<file path="config.mk">
export PLATFORM = sky130hd
export DESIGN_NAME = zrun_expander
export DESIGN_NICKNAME = d
export VERILOG_FILES = /design/src/rtl/zrx_pkg.sv /design/src/rtl/zrx_rst_sync.sv /design/src/rtl/zrx_sym_decode.sv /design/src/rtl/zrx_run_counter.sv /design/src/rtl/zrx_out_mux.sv /design/src/rtl/zrun_expander.sv
export SDC_FILE = /design/constraint.sdc
export NUM_CORES = 1
export LEC_CHECK = 0
export ABC_AREA = 1
export BUFFER_PORTS_ARGS = -buffer_cell sky130_fd_sc_hd__buf_2
export CORE_ASPECT_RATIO = 1.5
export CORE_UTILIZATION = 35
export DETAILED_ROUTE_END_ITERATION = 8
export PLACE_DENSITY = 0.64
export SLEW_MARGIN = 30
export SYNTH_ARGS = -nofsm -noshare
export SYNTH_HDL_FRONTEND = slang
export SYNTH_SLANG_ARGS = --single-unit
export TNS_END_PERCENT = 20
</file>
<file path="constraint.sdc">
create_clock -name clk -period 1.5 [get_ports clk]
set_input_delay 0.225 -clock clk [delete_from_list [all_inputs] [get_ports clk]]
set_output_delay 0.225 -clock clk [all_outputs]
set_load 0.1 [all_outputs]
</file>
<file path="src/rtl/zrx_pkg.sv">
package zrx_pkg;

  // Symbol class carried in the top bit of each input word.
  typedef enum logic {
    SYM_LITERAL = 1'b0,
    SYM_RUN     = 1'b1
  } sym_kind_e;

endpackage

</file>
<file path="src/rtl/zrx_rst_sync.sv">
module zrx_rst_sync #(
  parameter int STAGES = 2
) (
  input  logic clk,
  input  logic rst_n,
  output logic rst_n_sync
);

  logic [STAGES-1:0] sync_q;
  logic [STAGES-1:0] sync_d;

  always_comb begin
    sync_d = {sync_q[STAGES-2:0], 1'b1};
  end

  always_ff @(posedge clk or negedge rst_n) begin
    if (!rst_n) sync_q <= '0;
    else        sync_q <= sync_d;
  end

  assign rst_n_sync = sync_q[STAGES-1];

endmodule

</file>
<file path="src/rtl/zrx_sym_decode.sv">
module zrx_sym_decode
  import zrx_pkg::*;
#(
  parameter int SAMPLE_W = 7,
  localparam int SYM_W   = SAMPLE_W + 1
) (
  input  logic [SYM_W-1:0]    sym,
  output sym_kind_e           kind,
  output logic [SAMPLE_W-1:0] field,
  output logic                empty_run
);

  always_comb begin
    kind      = sym[SYM_W-1] ? SYM_RUN : SYM_LITERAL;
    field     = sym[SAMPLE_W-1:0];
    empty_run = (kind == SYM_RUN) && (field == '0);
  end

endmodule

</file>
<file path="src/rtl/zrx_run_counter.sv">
module zrx_run_counter #(
  parameter int CNT_W = 7
) (
  input  logic             clk,
  input  logic             rst_n,
  input  logic             load_en,
  input  logic [CNT_W-1:0] load_val,
  input  logic             step_en,
  output logic [CNT_W-1:0] remain,
  output logic             busy
);

  logic [CNT_W-1:0] remain_q;
  logic [CNT_W-1:0] remain_d;
  logic             remain_en;

  // Next-state: a load and a step never coincide, because loads only
  // happen while idle and steps only while busy.
  always_comb begin
    remain_en = load_en || step_en;
    remain_d  = remain_q;
    if (load_en)      remain_d = load_val;
    else if (step_en) remain_d = remain_q - 1'b1;
  end

  always_ff @(posedge clk or negedge rst_n) begin
    if (!rst_n)         remain_q <= '0;
    else if (remain_en) remain_q <= remain_d;
  end

  assign remain = remain_q;
  assign busy   = (remain_q != '0);

  // A busy counter without a step keeps its count.
  assert_freeze_R5: assert property (@(posedge clk) disable iff (!rst_n)
    (busy && !step_en && !load_en) |=> (remain == $past(remain)));

  // Each step removes exactly one pending zero.
  assert_count_down_R2: assert property (@(posedge clk) disable iff (!rst_n)
    (busy && step_en) |=> (remain == $past(remain) - 1'b1));

endmodule

</file>
<file path="src/rtl/zrx_out_mux.sv">
module zrx_out_mux
  import zrx_pkg::*;
#(
  parameter int SAMPLE_W = 7
) (
  input  logic                busy,
  input  logic                in_valid,
  input  sym_kind_e           kind,
  input  logic                empty_run,
  input  logic [SAMPLE_W-1:0] field,
  output logic                out_valid,
  output logic [SAMPLE_W-1:0] out_sample
);

  always_comb begin
    if (busy) begin
      out_valid  = 1'b1;
      out_sample = '0;
    end else begin
      out_valid  = in_valid && !empty_run;
      out_sample = (kind == SYM_LITERAL) ? field : '0;
    end
  end

endmodule

</file>
<file path="src/rtl/zrun_expander.sv">
module zrun_expander
  import zrx_pkg::*;
#(
  parameter int SAMPLE_W = 7,
  parameter int RST_STAGES = 2,
  localparam int SYM_W = SAMPLE_W + 1
) (
  input  logic                clk,
  input  logic                rst_n,
  input  logic                in_valid,
  output logic                in_ready,
  input  logic [SYM_W-1:0]    in_sym,
  output logic                out_valid,
  input  logic                out_ready,
  output logic [SAMPLE_W-1:0] out_sample
);

  logic                rst_n_sync;
  sym_kind_e           kind;
  logic [SAMPLE_W-1:0] field;
  logic                empty_run;
  logic                busy;
  logic [SAMPLE_W-1:0] remain;
  logic                accept;
  logic                load_en;
  logic [SAMPLE_W-1:0] load_val;
  logic                step_en;

  zrx_rst_sync #(.STAGES(RST_STAGES)) u_rst (
    .clk        (clk),
    .rst_n      (rst_n),
    .rst_n_sync (rst_n_sync)
  );

  zrx_sym_decode #(.SAMPLE_W(SAMPLE_W)) u_dec (
    .sym       (in_sym),
    .kind      (kind),
    .field     (field),
    .empty_run (empty_run)
  );

  // A new symbol is taken only while idle and while the downstream side
  // can take the sample it may produce in the same cycle.
  always_comb begin
    in_ready = !busy && out_ready;
    accept   = in_valid && in_ready;
    load_en  = accept && (kind == SYM_RUN) && !empty_run;
    load_val = field - 1'b1;
    step_en  = busy && out_ready;
  end

  zrx_run_counter #(.CNT_W(SAMPLE_W)) u_cnt (
    .clk      (clk),
    .rst_n    (rst_n_sync),
    .load_en  (load_en),
    .load_val (load_val),
    .step_en  (step_en),
    .remain   (remain),
    .busy     (busy)
  );

  zrx_out_mux #(.SAMPLE_W(SAMPLE_W)) u_mux (
    .busy       (busy),
    .in_valid   (in_valid),
    .kind       (kind),
    .empty_run  (empty_run),
    .field      (field),
    .out_valid  (out_valid),
    .out_sample (out_sample)
  );

  assert_literal_pass_R1: assert property (@(posedge clk) disable iff (!rst_n_sync)
    (in_valid && in_ready && !in_sym[SYM_W-1]) |->
      (out_valid && out_sample == in_sym[SAMPLE_W-1:0]));

  assert_run_zero_R2: assert property (@(posedge clk) disable iff (!rst_n_sync)
    (in_valid && in_ready && in_sym[SYM_W-1] && in_sym[SAMPLE_W-1:0] != '0) |->
      (out_valid && out_sample == '0));

  assert_run_stall_R3: assert property (@(posedge clk) disable iff (!rst_n_sync)
    (in_valid && in_ready && in_sym[SYM_W-1] && in_sym[SAMPLE_W-1:0] > 1) |=>
      (!in_ready && out_valid && out_sample == '0));

  assert_empty_run_R4: assert property (@(posedge clk) disable iff (!rst_n_sync)
    (in_valid && in_ready && in_sym == {1'b1, {SAMPLE_W{1'b0}}}) |->
      !out_valid);

  assert_hold_R5: assert property (@(posedge clk) disable iff (!rst_n_sync)
    (busy && !out_ready) |=> (out_valid && $stable(out_sample) && !in_ready));

endmodule

</file>
==> flow_metrics.tcl, run 1 <==
set metrics [dict create \
    dp_hpwl_um 1960 \
    diodes 0 \
    drive_above_1_share_pct 50.3 \
    hold_viol 0 \
    die_h_um 59.9 \
    cap_violations 0 \
    grt_usage_pct 21.5 \
    fp.dieArea_um2 2430 \
    drtIter0Drc 19 \
    critPathKind "flop to output pin" \
    final_common_cell "nand2_1" \
    slowest_delay_ps 390 \
    path_cells "nor2_2 > nand2_2 > nor2_4 > buf_4 > nand2_2 > buf_12 > nor2_4 > buf_12" \
    clkTransAtPathRegs_ps 50 \
    pin_count 21 \
    layout_min_cycle_time_ps 1870 \
    status "complete, but fails checks" \
    p_leak_nw 0.739 \
    drtPass1Iterations 4 \
    cp.arrival_ps 1650 \
    area_growth_syn_to_layout_pct 83.4 \
    final_nets 201 \
    max_freq_mhz 534 \
    wl_per_cell_um 10.7 \
    hold_path.class "flop to async pin" \
    fp.coreArea_um2 2080 \
    grt_pass1_wl_um 3650 \
    fillers 168 \
    fp.dieW_um 40.6 \
    syn_area_per_cell_um2 6.06 \
    ys_warn_count 0 \
    setup.worst_path.end_class "output pin" \
    cts_root_buffer "clkbuf_4" \
    r2r-start "u_cnt.remain[5]" \
    path_max_fanout 7 \
    drcViolationCount 0 \
    multi_input_area_um2 571 \
    clock_skew_ps 2.17 \
    crit_start "u_cnt.remain[5]" \
    grt_setup_unrepaired "yes" \
    final.setup.worst_slack_ps -372 \
    finalPower_mw 1.90 \
    final_cell_mix "38 x nand2_1, 32 x buf_4, 17 x inv_1, 12 x nand2_2" \
    drt_wl_total_um 2250 \
    whs_ps 106 \
    failed_checks "negative setup slack" \
    dp_slack_ps -386 \
    clockBufferDepth 2 \
    start_util_pct 37.7 \
    synthCells 129 \
    critPathLaunchType "flop" \
    tritoncts "built" \
    numPortBuffers 20 \
    clock_sinks 9 \
    h-tree-depth 1 \
    antenna_found_initial 0 \
    syn_area_um2 782 \
    ys_ff_latch 9 \
    fin_crit_sh_pct 125 \
    grt_start_max_net_pins 9 \
    syn_nets 142 \
    grt_overflow 0 \
    grt_pass1_vias 932 \
    numCtsBuffers 3 \
    slew_viol_final 0 \
    setup_violations 16 \
    rows 20 \
    vias 978 \
    power_density_nw_per_um2 1330 \
    insertion_delay_ps 250 \
    synth_cell_types 16 \
    peakVddDrop_uv 831 \
    via_per_inst 4.68 \
    slowest_stage "dfrtp_1" \
    register_area_um2 225 \
    critPathRequiredTime_ps 1270 \
    seq_area_frac_synth_pct 28.8 \
    ant_nets 0 \
    gp_congestion 0.924 \
]
-- stage by stage --
| stage | setup TNS (ps) | cell area [um2] | cells | utilization (%) |
|---|---|---|---|---|
| detailed placement | -2500 | 1370 | 203 | 65.7 |
| global placement | -1520 | 1370 | 203 | 65.7 |
| floorplan | -2320 | 850 | 129 | - |
| CTS | -4130 | 1420 | 209 | 68.2 |
| global route | -6040 | 1430 | 209 | 69.0 |
| finish | -4310 | 1430 | 209 | 69.0 |
-- final cells by class --
| class | instances | area share (%) |
|---|---|---|
| repair buffers | 54 | 35.3 |
| clock buffers | 4 | 1.83 |
| flip-flops and latches | 9 | 15.7 |
| well taps | 22 | 1.92 |
| inverters | 21 | 5.50 |
| multi-input cells | 99 | 39.8 |
-- cell usage after synthesis (all sizes together) --
master | instances | area (um2)
inv | 21 | 78.8
nand3 | 8 | 45.0
a22oi | 1 | 12.5
nand2 | 51 | 226
conb | 1 | 3.75
nor2 | 28 | 133
dfrtp | 9 | 225
o21ai | 9 | 45.0
ha | 1 | 12.5
-- cell families after synthesis --
group | Yosys count | share of synthesized area [%]
other | 1 | 0.480
adders and majority gates | 1 | 1.60
buffers and inverters | 21 | 10.1
DFF | 9 | 28.8
AOI/OAI and AO/OA | 10 | 7.36
and+or+nand+nor | 87 | 51.7
-- layer usage --
| layer | up-vias | routed length, um | share of wire, % | global-route usage (%) |
|---|---|---|---|---|
| li1 | 503 | - | - | - |
| met1 | 446 | 804 | 36 | 21.2 |
| met2 | 29 | 1350 | 60 | 41.7 |
| met3 | 0 | 88 | 3.9 | 2.60 |
| met4 | 0 | 0 | 0 | 7.62 |
| met5 | - | 0 | 0 | 0 |
-- path summary, 6_finish.rpt --
path,end,slack (ps),cells past startpoint
min reg2reg,u_cnt.remain[2],110,0
max reg2reg,u_cnt.remain[6],-330,15
min in group clk,u_rst.sync_q[1],360,0
max,out_sample[2],-370,8
min,u_cnt.remain[2],110,0
max in group asynchronous,u_rst.sync_q[0],1120,2
-- registers in the layout, summed over array words and instances, names as in the netlist --
signal	cells
u_rst.sync_q	2
u_cnt.remain	7
-- power by group --
group | internal [mW] | total (mW) | switching [mW] | leakage (nW)
Clock | 0.102 | 0.172 | 0.0703 | 0.0150
Combinational | 0.577 | 1.33 | 0.750 | 0.614
Sequential | 0.334 | 0.405 | 0.0708 | 0.109
Total | 1.01 | 1.90 | 0.891 | 0.739
-- repair_timing --
action,in CTS,in global routing
endpoints found under the hold margin,2,0
resized for setup,8,4
setup buffers,1,0
pin swaps,9,1
hold buffers,1,0
setup endpoints to repair,16,16
-- worst max-delay path: cells and delay by family, from the launching register on --
family	cells	cell delay [ps]
buffers and inverters	3	460
flip-flops	1	390
AND/OR/NAND/NOR	5	540
(Power assumes the default switching activity.)
==> run 2: changes to the inputs <==
--- a/config.mk
+++ b/config.mk
@@ -7,10 +7,9 @@
 export LEC_CHECK = 0
 export ABC_AREA = 1
 export BUFFER_PORTS_ARGS = -buffer_cell sky130_fd_sc_hd__buf_2
-export CORE_ASPECT_RATIO = 1.5
-export CORE_UTILIZATION = 35
+export CORE_UTILIZATION = 50
 export DETAILED_ROUTE_END_ITERATION = 8
-export PLACE_DENSITY = 0.64
+export PLACE_DENSITY_LB_ADDON = 0.25
 export SLEW_MARGIN = 30
 export SYNTH_ARGS = -nofsm -noshare
 export SYNTH_HDL_FRONTEND = slang
==> flow_metrics.tcl, run 2 <==
set metrics [dict create \
    status "stopped before the end" \
    lastStage "clock tree synthesis (4_1_cts)" \
    error_line "[ERROR DPL-0038] Utilization greater than 100%, impossible to legalize" \
    synth_top_cells_by_count "39 x nand2_1, 23 x nor2_1, 19 x inv_1" \
    numPortBuffers 20 \
    yosysTopAreaCell "dfrtp_1" \
    clockBufferDepth 2 \
    syn_area_per_cell_um2 6.06 \
    clock_sinks 9 \
    cts_resized 12 \
    synth_edf_count 0 \
    cts-hold-fix-buffers 1 \
    rows 13 \
    syn_nets 142 \
    synth_most_common_cell "nand2_1" \
    synthCells 129 \
    start_util_pct 56.6 \
    post-cts-setup-buffers 2 \
    seq_area_frac_synth_pct 28.8 \
    pin_count 21 \
    synthTopCellsByArea "dfrtp_1 29%, nand2_1 19%, nor2_1 11%" \
    ys_warn_count 0 \
    die_h_um 41.5 \
    numCtsBuffers 3 \
    synthArstFlopShare_pct 100 \
    synth_cell_types 16 \
    h-tree-depth 1 \
    syn_area_um2 782 \
    gp_congestion 0.886 \
    synth.top_cell.area_share_pct 28.8 \
    synth_top_flop_cell "dfrtp_1" \
    ys_ff_latch 9 \
    cts_root_buffer "clkbuf_4" \
    dp_hpwl_um 2650 \
    fp.dieW_um 41.5 \
]
run 2: cell counts after synthesis:
No cell type changed its count.
run 2: stage by stage:
step | setup TNS (ps) | cells | instance area [um2] | setup WS, ps | utilization, %
2_1_floorplan | -2320 | 129 | 850 | -289 | -
3_3_place_gp | -1870 | 192 | 1310 | -247 | 95.0
3_5_place_dp | -3530 | 192 | 1310 | -397 | 95.0
run 2: cells by family after synthesis:
group | count (synthesis) | synth area share [%]
AO/OA/AOI/OAI | 10 | 7.36
adder cells (fa/ha/maj) | 1 | 1.60
buffers and inverters | 21 | 10.1
flip-flops | 9 | 28.8
other | 1 | 0.480
AND/OR/NAND/NOR | 87 | 51.7
==> run 3: changes to the inputs <==
--- a/config.mk
+++ b/config.mk
@@ -7,9 +7,10 @@
 export LEC_CHECK = 0
 export ABC_AREA = 1
 export BUFFER_PORTS_ARGS = -buffer_cell sky130_fd_sc_hd__buf_2
-export CORE_UTILIZATION = 50
+export CORE_AREA = 2 2 63 65
 export DETAILED_ROUTE_END_ITERATION = 8
-export PLACE_DENSITY_LB_ADDON = 0.25
+export DIE_AREA = 0 0 65 67
+export PLACE_DENSITY_LB_ADDON = 0.15
 export SLEW_MARGIN = 30
 export SYNTH_ARGS = -nofsm -noshare
 export SYNTH_HDL_FRONTEND = slang
==> flow_metrics.tcl, run 3 (synthesis results as in run 1) <==
set metrics [dict create \
    area_growth_syn_to_layout_pct 90.9 \
    slowest_stage "dfrtp_1" \
    cts_root_buffer "clkbuf_8" \
    max_freq_mhz 563 \
    fp.dieArea_um2 4360 \
    drtPass1Iterations 6 \
    failed_checks "negative setup slack" \
    clkTransAtPathRegs_ps 40 \
    tritoncts "built" \
    grt_overflow 0 \
    fp.coreArea_um2 3610 \
    drtIter0Drc 30 \
    final_common_cell "nand2_1" \
    hold_viol 0 \
    path_cells "nor2_2 > nand2_2 > nor2_4 > nand3_2 > nor2_4 > nand2_1 > nand2_2 > ha_4 > inv_2 > nor2_2 > nand3_1 > nand2_1 > nand2_1 > nand2_1 > nand2_1" \
    insertion_delay_ps 220 \
    wl_per_cell_um 9.30 \
    gp_congestion 0.768 \
    top_layer "met3" \
    h-tree-depth 1 \
    diodes 0 \
    grt_setup_unrepaired "yes" \
    grt_start_max_net_pins 9 \
    cp.arrival_ps 1890 \
    power_density_nw_per_um2 1330 \
    vias 930 \
    drcViolationCount 0 \
    die_h_um 67 \
    dp_hpwl_um 1980 \
    final.setup.worst_slack_ps -276 \
    clock_skew_ps 1.92 \
    reg2regPathDepth 15 \
    clockBufferDepth 2 \
    drt_wl_total_um 2210 \
    critical_path.most_common_cell "nand2_1" \
    rows 22 \
    fp.dieW_um 65 \
    layout_min_cycle_time_ps 1780 \
    via_per_inst 3.91 \
    slew_viol_final 0 \
    status "complete, but fails checks" \
    grt_pass1_vias 937 \
    numPortBuffers 20 \
    finalPower_mw 1.99 \
    peakVddDrop_uv 730 \
    path_max_fanout 3 \
    grt_pass1_wl_um 3870 \
    register_area_um2 225 \
    fillers 401 \
    critPathRequiredTime_ps 1610 \
    hold_path.class "flop to async pin" \
    layout.cells.non_filler 238 \
    met1Wirelength_um 1000 \
    r2r-start "u_cnt.remain[0]" \
    start_util_pct 21.7 \
    r2r_setup_slack_ps -280 \
    clock_sinks 9 \
    antenna_found_initial 0 \
    largest_reg_flops 7 \
    critPathLaunchType "flop" \
    fin_crit_sh_pct 118 \
    wl_met3_um 103 \
    setup_violations 16 \
    slowest_delay_ps 390 \
    drive_above_1_share_pct 50.0 \
    numCtsBuffers 3 \
    critPathKind "flop to flop" \
    setup.worst_path.end_class "flop" \
    place_inst 231 \
    final_cell_mix "38 x nand2_1, 35 x buf_4, 17 x inv_1, 12 x nor2_1, 12 x nand2_2" \
    grt_usage_pct 11.5 \
    cap_violations 0 \
    multi_input_area_um2 556 \
    r2r_end "u_cnt.remain[6]" \
    ant_nets 0 \
    met2_length_um 1110 \
    p_leak_nw 0.760 \
    pin_count 21 \
    final_nets 204 \
]
-- run 3: final cells by class --
type                       instances  area share, %
clock buffer                       4           3.02
inverter                          21           5.28
multi-input combinational         99           37.2
sequential                         9           15.1
tap                               48           4.02
timing repair buffer              57           35.4
-- run 3: power by group --
part / switching (mW) / total (mW) / internal [mW]
Sequential: 0.0670 / 0.402 / 0.335
Combinational: 0.727 / 1.33 / 0.601
Clock: 0.0777 / 0.261 / 0.184
-- run 3: per-layer routing --
layer	vias up	GRT usage [%]
li1	510	-
met1	398	13.4
met2	22	21.9
met3	0	1.86
met4	0	2.39
met5	-	0
-- run 3: worst max path at each step --
| stage | slack [ps] | to | from |
|---|---|---|---|
| 2_1_floorplan | -290 | u_cnt.remain[6] | u_cnt.remain[6] |
| 6_report | -280 | u_cnt.remain[6] | u_cnt.remain[0] |
| 5_1_grt | -400 | u_cnt.remain[6] | u_cnt.remain[5] |
| 3_3_place_gp | -310 | u_cnt.remain[6] | u_cnt.remain[1] |
| 4_1_cts | -280 | out_sample[0] | u_cnt.remain[4] |
| 3_5_place_dp | -320 | u_cnt.remain[6] | u_cnt.remain[1] |
-- run 3: worst max-delay path: cells and delay by family, from the launching register on --
family                   cells  cell delay, ps
adder cells (fa/ha/maj)      1             150
flip-flops                   1             390
AND/OR/NAND/NOR             13            1090
buffers and inverters        1              30
-- run 3: timing repair --
item	CTS	global route
pin swaps	7	1
setup endpoints to repair	16	16
resized for setup	9	0
hold buffers	1	0
hold endpoints to repair	2	0
setup buffers	1	1
-- run 3: through the flow --
stage / setup WS (ps) / util [%] / TNS (ps) / hold slack, ps / area [um2]
floorplan: -289 / - / -2320 / -70.6 / 850
global route: -402 / 41.4 / -4790 / 136 / 1490
finish: -276 / 41.4 / -3150 / 101 / 1490
global placement: -308 / 39.2 / -1760 / 9.81 / 1410
CTS: -284 / 41.2 / -3340 / 115 / 1490
detailed placement: -322 / 39.2 / -1830 / 10.4 / 1410
